$ cat src/rtl/intseq_pkg.sv
// Shared types for the interrupt sequencer.
// Assumes: nothing beyond the enumerations below.
package intseq_pkg;

    typedef enum logic [3:0] {
        S_IDLE, S_ACK,
        S_PSH_F, S_PSH_C, S_PSH_I,
        S_VEC_C, S_VEC_I, S_VEC_END,
        S_POP_I, S_POP_C, S_POP_F, S_POP_END
    } seq_st_t;

    typedef enum logic [2:0] {
        SRC_NONE, SRC_NMI, SRC_STEP, SRC_MASK, SRC_SW, SRC_RET
    } src_t;

endpackage

$ cat src/rtl/intseq_arb.sv
// Fixed-priority selection among the event sources.
// Assumes: the requests are sampled only while the sequencer is idle.
module intseq_arb
    import intseq_pkg::*;
#(
    parameter int TYPE_W   = 8,
    parameter int NMI_VEC  = 2,
    parameter int STEP_VEC = 1
) (
    input  logic              nmi_req,
    input  logic              step_req,
    input  logic              trap_on,
    input  logic              mask_req,
    input  logic              ien_on,
    input  logic              sw_req,
    input  logic [TYPE_W-1:0] sw_type,
    input  logic              ret_req,
    output src_t              sel,
    output logic [TYPE_W-1:0] sel_type
);

    // Picks the winning source and its type number.
    always_comb begin
        sel      = SRC_NONE;
        sel_type = '0;
        if (nmi_req) begin
            sel      = SRC_NMI;
            sel_type = TYPE_W'(NMI_VEC);
        end else if (step_req && trap_on) begin
            sel      = SRC_STEP;
            sel_type = TYPE_W'(STEP_VEC);
        end else if (mask_req && ien_on) begin
            sel      = SRC_MASK;
        end else if (sw_req) begin
            sel      = SRC_SW;
            sel_type = sw_type;
        end else if (ret_req) begin
            sel      = SRC_RET;
        end
    end

endmodule

$ cat src/rtl/intseq_core.sv
// Sequencer state machine plus the FLAGS, CS, IP and SP registers.
// Drives one word access per cycle; read data is expected one cycle
// after mem_re. Vector entries are four bytes at address type*4.
module intseq_core
    import intseq_pkg::*;
#(
    parameter int W        = 16,
    parameter int TYPE_W   = 8,
    parameter int IF_POS   = 9,
    parameter int TF_POS   = 8,
    parameter int NMI_VEC  = 2
) (
    input  logic              clk,
    input  logic              rst_n,
    input  src_t              sel,
    input  logic [TYPE_W-1:0] sel_type,
    output logic              int_ack,
    input  logic              ack_valid,
    input  logic              ld_en,
    input  logic [1:0]        ld_sel,
    input  logic [W-1:0]      ld_data,
    output logic [W-1:0]      mem_addr,
    output logic              mem_we,
    output logic              mem_re,
    output logic [W-1:0]      mem_wdata,
    input  logic [W-1:0]      mem_rdata,
    output logic              busy,
    output logic [W-1:0]      flags_q,
    output logic [W-1:0]      cs_q,
    output logic [W-1:0]      ip_q,
    output logic [W-1:0]      sp_q
);

    localparam logic [W-1:0] STEP2 = W'(2);
    localparam int           PAD_W = W - TYPE_W - 2;

    seq_st_t           state;
    logic [TYPE_W-1:0] type_q;
    logic [W-1:0]      vec_base;

    assign vec_base = {{PAD_W{1'b0}}, type_q, 2'b00};
    assign busy     = (state != S_IDLE);
    assign int_ack  = (state == S_ACK);

    // Memory strobes, address and write data for the current step.
    always_comb begin
        mem_we    = 1'b0;
        mem_re    = 1'b0;
        mem_addr  = '0;
        mem_wdata = '0;
        case (state)
            S_PSH_F: begin mem_we = 1'b1; mem_addr = sp_q - STEP2; mem_wdata = flags_q; end
            S_PSH_C: begin mem_we = 1'b1; mem_addr = sp_q - STEP2; mem_wdata = cs_q;    end
            S_PSH_I: begin mem_we = 1'b1; mem_addr = sp_q - STEP2; mem_wdata = ip_q;    end
            S_VEC_C: begin mem_re = 1'b1; mem_addr = vec_base + STEP2; end
            S_VEC_I: begin mem_re = 1'b1; mem_addr = vec_base;         end
            S_POP_I, S_POP_C, S_POP_F: begin mem_re = 1'b1; mem_addr = sp_q; end
            default: ;
        endcase
    end

    // State sequencing and register updates.
    always_ff @(posedge clk) begin
        if (!rst_n) begin
            state   <= S_IDLE;
            type_q  <= '0;
            flags_q <= '0;
            cs_q    <= '0;
            ip_q    <= '0;
            sp_q    <= '0;
        end else begin
            case (state)
                S_IDLE: begin
                    if (sel == SRC_MASK) begin
                        state <= S_ACK;
                    end else if (sel == SRC_RET) begin
                        state <= S_POP_I;
                    end else if (sel != SRC_NONE) begin
                        type_q <= sel_type;
                        state  <= S_PSH_F;
                    end else if (ld_en) begin
                        case (ld_sel)
                            2'd0:    flags_q <= ld_data;
                            2'd1:    cs_q    <= ld_data;
                            2'd2:    ip_q    <= ld_data;
                            default: sp_q    <= ld_data;
                        endcase
                    end
                end
                S_ACK: begin
                    if (ack_valid) begin
                        type_q <= mem_rdata[TYPE_W-1:0];
                        state  <= S_PSH_F;
                    end
                end
                S_PSH_F: begin
                    sp_q            <= sp_q - STEP2;
                    flags_q[IF_POS] <= 1'b0;
                    flags_q[TF_POS] <= 1'b0;
                    state           <= S_PSH_C;
                end
                S_PSH_C: begin
                    sp_q  <= sp_q - STEP2;
                    state <= S_PSH_I;
                end
                S_PSH_I: begin
                    sp_q  <= sp_q - STEP2;
                    state <= S_VEC_C;
                end
                S_VEC_C:   state <= S_VEC_I;
                S_VEC_I: begin
                    cs_q  <= mem_rdata;
                    state <= S_VEC_END;
                end
                S_VEC_END: begin
                    ip_q  <= mem_rdata;
                    state <= S_IDLE;
                end
                S_POP_I: begin
                    sp_q  <= sp_q + STEP2;
                    state <= S_POP_C;
                end
                S_POP_C: begin
                    ip_q  <= mem_rdata;
                    sp_q  <= sp_q + STEP2;
                    state <= S_POP_F;
                end
                S_POP_F: begin
                    cs_q  <= mem_rdata;
                    sp_q  <= sp_q + STEP2;
                    state <= S_POP_END;
                end
                S_POP_END: begin
                    flags_q <= mem_rdata;
                    state   <= S_IDLE;
                end
                default: state <= S_IDLE;
            endcase
        end
    end

    // every write leaves SP equal to the address just written.
    p_push_sp_r2: assert property (@(posedge clk) disable iff (!rst_n)
        mem_we |=> sp_q == $past(mem_addr));

    // both flag bits are already clear while CS is being stacked.
    p_flag_clear_r3: assert property (@(posedge clk) disable iff (!rst_n)
        (state == S_PSH_C) |-> (!flags_q[IF_POS] && !flags_q[TF_POS]));

    // vector reads stay inside the table at the bottom of memory.
    p_vec_range_r4: assert property (@(posedge clk) disable iff (!rst_n)
        (state == S_VEC_C || state == S_VEC_I) |-> (mem_addr >> (TYPE_W + 2)) == '0);

    // each stack read leaves SP two above the address read.
    p_pop_sp_r5: assert property (@(posedge clk) disable iff (!rst_n)
        (mem_re && state inside {S_POP_I, S_POP_C, S_POP_F}) |=> sp_q == $past(mem_addr) + STEP2);

    // a maskable source is only chosen while interrupts are enabled.
    p_mask_gate_r6: assert property (@(posedge clk) disable iff (!rst_n)
        (state == S_IDLE && sel == SRC_MASK) |-> flags_q[IF_POS]);

    // a non-maskable acceptance starts pushing with type 2.
    p_nmi_type_r7: assert property (@(posedge clk) disable iff (!rst_n)
        (state == S_IDLE && sel == SRC_NMI) |=> (state == S_PSH_F && type_q == TYPE_W'(NMI_VEC)));

    // acknowledge holds until the device strobe; one port action per cycle.
    p_ack_hold_r10: assert property (@(posedge clk) disable iff (!rst_n)
        (int_ack && !ack_valid) |=> int_ack);
    p_port_excl_r10: assert property (@(posedge clk) disable iff (!rst_n)
        $onehot0({mem_we, mem_re, int_ack}));

    // a return ends with busy falling right after the FLAGS load.
    p_ret_end_r11: assert property (@(posedge clk) disable iff (!rst_n)
        (state == S_POP_END) |=> !busy);

endmodule

$ cat src/rtl/intseq_top.sv
// Interrupt entry and return sequencer: arbiter plus sequencing core.
// Assumes: one-cycle memory read latency and requests sampled while idle.
module intseq_top
    import intseq_pkg::*;
#(
    parameter int W        = 16,
    parameter int TYPE_W   = 8,
    parameter int IF_POS   = 9,
    parameter int TF_POS   = 8,
    parameter int NMI_VEC  = 2,
    parameter int STEP_VEC = 1
) (
    input  logic              clk,
    input  logic              rst_n,
    input  logic              nmi_req,
    input  logic              step_req,
    input  logic              mask_req,
    input  logic              sw_req,
    input  logic [TYPE_W-1:0] sw_type,
    input  logic              ret_req,
    output logic              int_ack,
    input  logic              ack_valid,
    input  logic              ld_en,
    input  logic [1:0]        ld_sel,
    input  logic [W-1:0]      ld_data,
    output logic [W-1:0]      mem_addr,
    output logic              mem_we,
    output logic              mem_re,
    output logic [W-1:0]      mem_wdata,
    input  logic [W-1:0]      mem_rdata,
    output logic              busy,
    output logic [W-1:0]      flags_o,
    output logic [W-1:0]      cs_o,
    output logic [W-1:0]      ip_o,
    output logic [W-1:0]      sp_o
);

    src_t              sel;
    logic [TYPE_W-1:0] sel_type;

    intseq_arb #(
        .TYPE_W   (TYPE_W),
        .NMI_VEC  (NMI_VEC),
        .STEP_VEC (STEP_VEC)
    ) u_arb (
        .nmi_req  (nmi_req),
        .step_req (step_req),
        .trap_on  (flags_o[TF_POS]),
        .mask_req (mask_req),
        .ien_on   (flags_o[IF_POS]),
        .sw_req   (sw_req),
        .sw_type  (sw_type),
        .ret_req  (ret_req),
        .sel      (sel),
        .sel_type (sel_type)
    );

    intseq_core #(
        .W       (W),
        .TYPE_W  (TYPE_W),
        .IF_POS  (IF_POS),
        .TF_POS  (TF_POS),
        .NMI_VEC (NMI_VEC)
    ) u_core (
        .clk       (clk),
        .rst_n     (rst_n),
        .sel       (sel),
        .sel_type  (sel_type),
        .int_ack   (int_ack),
        .ack_valid (ack_valid),
        .ld_en     (ld_en),
        .ld_sel    (ld_sel),
        .ld_data   (ld_data),
        .mem_addr  (mem_addr),
        .mem_we    (mem_we),
        .mem_re    (mem_re),
        .mem_wdata (mem_wdata),
        .mem_rdata (mem_rdata),
        .busy      (busy),
        .flags_q   (flags_o),
        .cs_q      (cs_o),
        .ip_q      (ip_o),
        .sp_q      (sp_o)
    );

endmodule

$ cat config.mk
export PLATFORM = sky130hd
export DESIGN_NAME = intseq_top
export DESIGN_NICKNAME = d
export VERILOG_FILES = /design/src/rtl/intseq_pkg.sv /design/src/rtl/intseq_arb.sv /design/src/rtl/intseq_core.sv /design/src/rtl/intseq_top.sv
export SDC_FILE = /design/constraint.sdc
export NUM_CORES = 1
export LEC_CHECK = 0
export ABC_AREA = 0
export BUFFER_PORTS_ARGS = -buffer_cell sky130_fd_sc_hd__buf_4
export CAP_MARGIN = 5
export CORE_ASPECT_RATIO = 1.25
export CORE_MARGIN = 4
export CORE_UTILIZATION = 52
export CTS_CLUSTER_SIZE = 40
export DETAILED_ROUTE_END_ITERATION = 8
export PLACE_DENSITY = 0.82
export SKIP_LAST_GASP = 1
export SYNTH_ARGS = -nofsm -noshare
export SYNTH_HDL_FRONTEND = slang
export SYNTH_SLANG_ARGS = --single-unit
$ cat constraint.sdc
create_clock -name clk -period 2.7 [get_ports clk]
set_input_delay 0.27 -clock clk [delete_from_list [all_inputs] [get_ports clk]]
set_output_delay 0.27 -clock clk [all_outputs]
set_load 0.02 [all_outputs]
==> results of run 1 <==
[repair_timing]
action	CTS	global route
hold buffers	0	0
gates resized for setup	2	3
setup buffers	1	0
pin swaps	1	1
endpoints found under the setup margin	13	7
[final timing paths]
check / startpoint / endpoint / slack (ns) / depth (start not counted)
min reg2reg: u_core.type_q[0] / u_core.type_q[0] / 0.51 / 2
min: ld_data[0] / u_core.sp_q[0] / 0.21 / 3
max reg2reg: u_core.state[2] / u_core.flags_q[10] / 0.35 / 7
max: u_core.sp_q[1] / mem_addr[7] / 0.08 / 7
[through the flow]
stage / area (µm²) / std cells / hold slack (ns) / total power, mW / setup slack [ns]
floorplan: 4900 / 619 / 0.414 / 4.21 / 0.398
global route: 6490 / 878 / 0.232 / 7.33 / 0.000921
CTS: 6470 / 878 / 0.205 / 6.86 / 0.0185
global placement: 6130 / 861 / 0.500 / 5.47 / 0.0978
finish: 6490 / 878 / 0.213 / 6.94 / 0.0826
detailed placement: 6130 / 861 / 0.505 / 5.52 / 0.0705
[cells in the mapped netlist (3+ instances only)]
cell type / instances / area share (%)
dfxtp_1: 76 / 31
nor2_1: 73 / 5.6
nand2_1: 55 / 4.2
a211oi_1: 35 / 5.4
mux2i_1: 34 / 6.9
o21ai_0: 31 / 3.2
buf_2: 27 / 2.8
inv_1: 26 / 2.0
clkbuf_1: 25 / 1.9
nor3_1: 25 / 2.6
a21oi_1: 19 / 1.9
a222oi_1: 16 / 3.3
a311oi_1: 14 / 2.5
a31oi_1: 12 / 1.5
nand3_1: 12 / 1.2
nor2b_1: 8 / 1.0
a221oi_1: 7 / 1.3
nand2b_1: 7 / 0.89
xnor2_1: 7 / 1.3
a21o_1: 6 / 0.92
a221o_1: 6 / 1.2
o22ai_1: 6 / 0.77
a22oi_1: 5 / 0.77
buf_4: 5 / 0.77
or3_1: 5 / 0.64
and3_1: 4 / 0.51
nand4_1: 4 / 0.51
nor3b_1: 4 / 0.61
o21a_1: 4 / 0.61
o31a_1: 3 / 0.54
xor2_1: 3 / 0.54
[worst min-delay path, stage by stage]
cell and delay [ns]:
buf_4 0.10, mux2i_1 0.06, nor2_1 0.08
[final cells by class]
cell class / count / area, µm²
Clock buffer: 9 / 225
Fill cell: 776 / 2690
Inverter: 28 / 105
Multi-Input combinational cell: 456 / 3040
Clock inverter: 7 / 98.8
Sequential cell: 76 / 1520
Timing Repair Buffer: 179 / 1340
Tap cell: 123 / 154
[power by group through the flow]
stage	Sequential, mW	Clock (mW)	Combinational (mW)
2_1_floorplan	1.79	0	2.42
3_3_place_gp	1.74	0	3.73
3_5_place_dp	1.74	0	3.78
4_1_cts	1.73	1.32	3.82
5_1_grt	1.78	1.37	4.19
6_report	1.74	1.31	3.88
[sequential cells by signal, summed over array words and instances (netlist names)]
register        count
u_core.state        4
u_core.ip_q        16
u_core.sp_q        16
u_core.flags_q     16
u_core.type_q       8
u_core.cs_q        16
[cells by family after synthesis]
| kind of cell | count (synthesis) | share of synthesized area, % |
|---|---|---|
| xor gates and xnor gates | 10 | 1.79 |
| buffers and inverters | 87 | 7.88 |
| muxes | 34 | 6.94 |
| adders and majority gates | 2 | 0.510 |
| and+or+nand+nor | 218 | 22.3 |
| AOI/OAI and AO/OA | 192 | 29.5 |
| DFF | 76 | 31.0 |
[layer usage]
metal	wire length, µm	vias to the layer above	part of all wire [%]	global-route usage [%]
met2	8260	319	49	51.8
li1	-	2579	-	-
met5	0	-	0	0
met4	369	0	2.2	11.8
met1	6710	2592	39	38.6
met3	1670	36	9.8	5.93
==> flow_summary.json, run 1 <==
{
  "cts_max_path_buffers": 2,
  "switching_power_mw": 3.16,
  "seqPwrFrac_pct": 25.0,
  "ys_types": 72,
  "diodes": 0,
  "root_buffer": "clkbuf_16",
  "outcome": "finished, final reports clean",
  "grt_overflow": 0,
  "gp_congestion": 0.967,
  "setup_tns_ns": 0,
  "path_buf_inv": 2,
  "synthesis.area_mm2": 0.00490,
  "powerDensity_mw_per_mm2": 1070,
  "finalSetupViolCount": 0,
  "antenna_found_initial": 0,
  "slew_headroom_pct": 24.6,
  "final_util_pct": 70.7,
  "syn_inst": 619,
  "internal_power_mw": 3.78,
  "area_growth_pct": 32.3,
  "fp.coreArea_mm2": 0.00917,
  "crit_chain": "inv_1 -> ha_4 -> or3b_2 -> o31ai_1 -> a21oi_1 -> a221o_2 -> buf_4",
  "cts.sinks": 76,
  "insertion_delay_ns": 0.34,
  "first_iter_violations": 478,
  "switching_share_pct": 45.5,
  "io_buffers": 150,
  "die_h_um": 117,
  "die_x_um": 94.9,
  "start_util_pct": 53.5,
  "die_area_mm2": 0.0111,
  "dp_hpwl_mm": 12.3,
  "wire_per_inst_um": 19.4,
  "fp-row-count": 39,
  "period_needed_ns": 2.62,
  "async_flop_share_pct": 0,
  "ys_seq_area_share_pct": 31.0,
  "synth_ff_type": "dfxtp_1",
  "cts_tree": "yes",
  "layout_common_cells": "179 x buf_4, 75 x dfxtp_1, 73 x nor2_1",
  "synth-edff-count": 0,
  "grtUsageTotal_pct": 30.7,
  "htree_levels": 3,
  "maxSlewViolCount": 0,
  "hold_viol": 0,
  "max_clock_freq_mhz": 382,
  "critPathKind": "reg2out",
  "ioPinCount": 151,
  "drt_wl_total_mm": 17.0,
  "syn_nets": 672,
  "path_clk_slew_ns": 0.06,
  "clkPwrFrac_pct": 19.0,
  "yosys_warnings": 0,
  "hp-class": "in2reg",
  "grt_pass1_vias": 5235,
  "worstSetupEndpointType": "output pin",
  "numCtsBuffers": 9,
  "worst_slew_pin_slew_ns": 1.13,
  "startpoint_type": "register",
  "slowest_stage": "or3b_2",
  "cp.required_ns": 2.43,
  "avgSynthCellArea_um2": 7.92,
  "comb_power_share_pct": 56.0,
  "grt_pass1_wl_mm": 26.7,
  "via_count": 5526,
  "slowest_delay_ns": 0.49,
  "drc": 0,
  "period_share_pct": 96.9,
  "antenna_left": 0,
  "final_common_cell": "buf_4",
  "grt_max_degree": 51,
  "rsz0062_at_grt": "true",
  "ir_drop_uv": 935,
  "drt-pass1-iter-count": 7,
  "path_max_fanout": 6,
  "leakage_nw": 2.83,
  "cp_data_arrival_time_ns": 2.35,
  "cp_top_family": "compound AO/OA/AOI/OAI gates",
  "fin_nets": 803,
  "maxCapViolCount": 0,
  "drive_above_1_share_pct": 29.4,
  "avgViaCountPerCell": 6.29,
  "finalClockSkew_ns": 0.00699,
  "ys_ff_latch": 76
}
Note: power is estimated with default switching activity, not from simulation.
==> run 2, diff against run 1 <==
--- a/config.mk
+++ b/config.mk
@@ -8,7 +8,6 @@
 export ABC_AREA = 0
 export BUFFER_PORTS_ARGS = -buffer_cell sky130_fd_sc_hd__buf_4
 export CAP_MARGIN = 5
-export CORE_ASPECT_RATIO = 1.25
 export CORE_MARGIN = 4
 export CORE_UTILIZATION = 52
 export CTS_CLUSTER_SIZE = 40
==> flow_summary.json, run 2 (same netlist as run 1, synthesis figures left out) <==
{
  "worstSetupEndpointType": "output pin",
  "numCtsBuffers": 9,
  "ir_drop_uv": 765,
  "die_x_um": 105,
  "cts.sinks": 76,
  "grt_max_degree": 63,
  "internal_power_mw": 3.43,
  "antenna_left": 0,
  "first_iter_violations": 382,
  "hold_viol": 0,
  "powerDensity_mw_per_mm2": 1040,
  "cp_data_arrival_time_ns": 2.39,
  "drc": 0,
  "grt_pass1_wl_mm": 27.1,
  "rsz0062_at_grt": "true",
  "diodes": 0,
  "worst_slew_pin_slew_ns": 0.690,
  "fp-row-count": 35,
  "hold_slack_ns": 0.192,
  "dp_slack_ns": 0.337,
  "cts_hold_buf": 0,
  "slowest_delay_ns": 0.67,
  "wire_per_inst_um": 20.0,
  "die_h_um": 105,
  "avgViaCountPerCell": 6.31,
  "grt_pass1_vias": 5219,
  "area_growth_pct": 30.4,
  "antenna_found_initial": 0,
  "path_max_fanout": 12,
  "final_common_cell": "buf_4",
  "ioPinCount": 151,
  "drt_wl_total_mm": 17.3,
  "finalSetupViolCount": 0,
  "grt_overflow": 0,
  "switching_share_pct": 48.2,
  "fp.coreArea_mm2": 0.00920,
  "dp.cells": 853,
  "via_count": 5482,
  "die_area_mm2": 0.0111,
  "final_cells": 869,
  "cts_tree": "yes",
  "fin_nets": 806,
  "crit_chain": "or4_1 -> nand3b_4 -> o21a_1 -> or2_0 -> a21o_1 -> buf_4",
  "path_clk_slew_ns": 0.09,
  "period_share_pct": 98.7,
  "power_mw": 6.63,
  "cp.required_ns": 2.43,
  "leakage_nw": 2.79,
  "htree_levels": 3,
  "finalClockSkew_ns": 0.0131,
  "outcome": "finished, final reports clean",
  "start_util_pct": 53.3,
  "hp-class": "in2reg",
  "switching_power_mw": 3.20,
  "setup_ws_ns": 0.0362,
  "seqPwrFrac_pct": 27.1,
  "insertion_delay_ns": 0.36,
  "slew_headroom_pct": 54.0,
  "max_clock_freq_mhz": 375,
  "clkPwrFrac_pct": 14.1,
  "root_buffer": "clkbuf_8",
  "slowest_stage": "or4_1",
  "drt-pass1-iter-count": 6,
  "dp_hpwl_mm": 12.6,
  "grtUsageTotal_pct": 30.2,
  "drive_above_1_share_pct": 30.1,
  "startpoint_type": "register",
  "final_util_pct": 69.5,
  "layout_common_cells": "181 x buf_4, 73 x nor2_1, 71 x dfxtp_1",
  "period_needed_ns": 2.66,
  "cts_max_path_buffers": 2,
  "maxCapViolCount": 0,
  "comb_power_share_pct": 58.8,
  "critPathKind": "reg2out",
  "io_buffers": 150,
  "fillers": 774,
  "gp_congestion": 0.945,
  "maxSlewViolCount": 0
}
run 2: critical path, delay by kind of cell, from the launching register on:
| kind | cells | cell delay, ns |
|---|---|---|
| buffers and inverters | 1 | 0.15 |
| DFF | 1 | 0.40 |
| AOI/OAI and AO/OA | 2 | 0.38 |
| and+or+nand+nor | 3 | 1.11 |
run 2: layer usage:
layer  GRT usage, %  part of all wire [%]  vias up
met2           49.0                    48      304
met3           6.36                   9.9       28
met1           40.4                    41     2573
met5              0                     0        -
li1               -                     -     2577
met4           8.53                   1.6        0
run 2: final cells by class:
class | instances | area, µm² | area share, %
timing repair buffer | 182 | 1380 | 21.6
clock buffer | 9 | 124 | 1.94
multi-input combinational | 456 | 3040 | 47.5
inverter | 28 | 105 | 1.64
tap | 111 | 139 | 2.17
clock inverter | 7 | 82.6 | 1.29
sequential | 76 | 1530 | 23.9
run 2: stage by stage:
stage | TNS [ns] | instance area, µm²
after global placement | 0 | 6160
after CTS | 0 | 6370
after detailed placement | 0 | 6160
final | 0 | 6390
after floorplan | 0 | 4900
after global routing | -0.0274 | 6390
run 2: repair_timing:
| action | in CTS | in global routing |
|---|---|---|
| endpoints found under the setup margin | 3 | 11 |
| buffers inserted | 0 | 0 |
| resized for setup | 3 | 6 |
| pin swaps | 0 | 1 |
run 2: power by group through the flow:
stage | Clock [mW] | Combinational (mW) | Sequential (mW)
global route | 0.977 | 4.22 | 1.84
global placement | 0 | 3.76 | 1.77
floorplan | 0 | 2.42 | 1.79
finish | 0.933 | 3.90 | 1.80
CTS | 0.937 | 3.83 | 1.77
detailed placement | 0 | 3.81 | 1.79
run 2: path summary, 6_finish.rpt:
kind,from,end,slack [ns],depth (start not counted)
setup / recovery,u_core.sp_q[1],mem_addr[12],0.04,6
hold / removal,mem_rdata[11],u_core.flags_q[11],0.19,3
hold reg to reg,u_core.type_q[5],u_core.type_q[5],0.52,2
setup reg to reg,u_core.state[3],u_core.flags_q[12],0.31,7
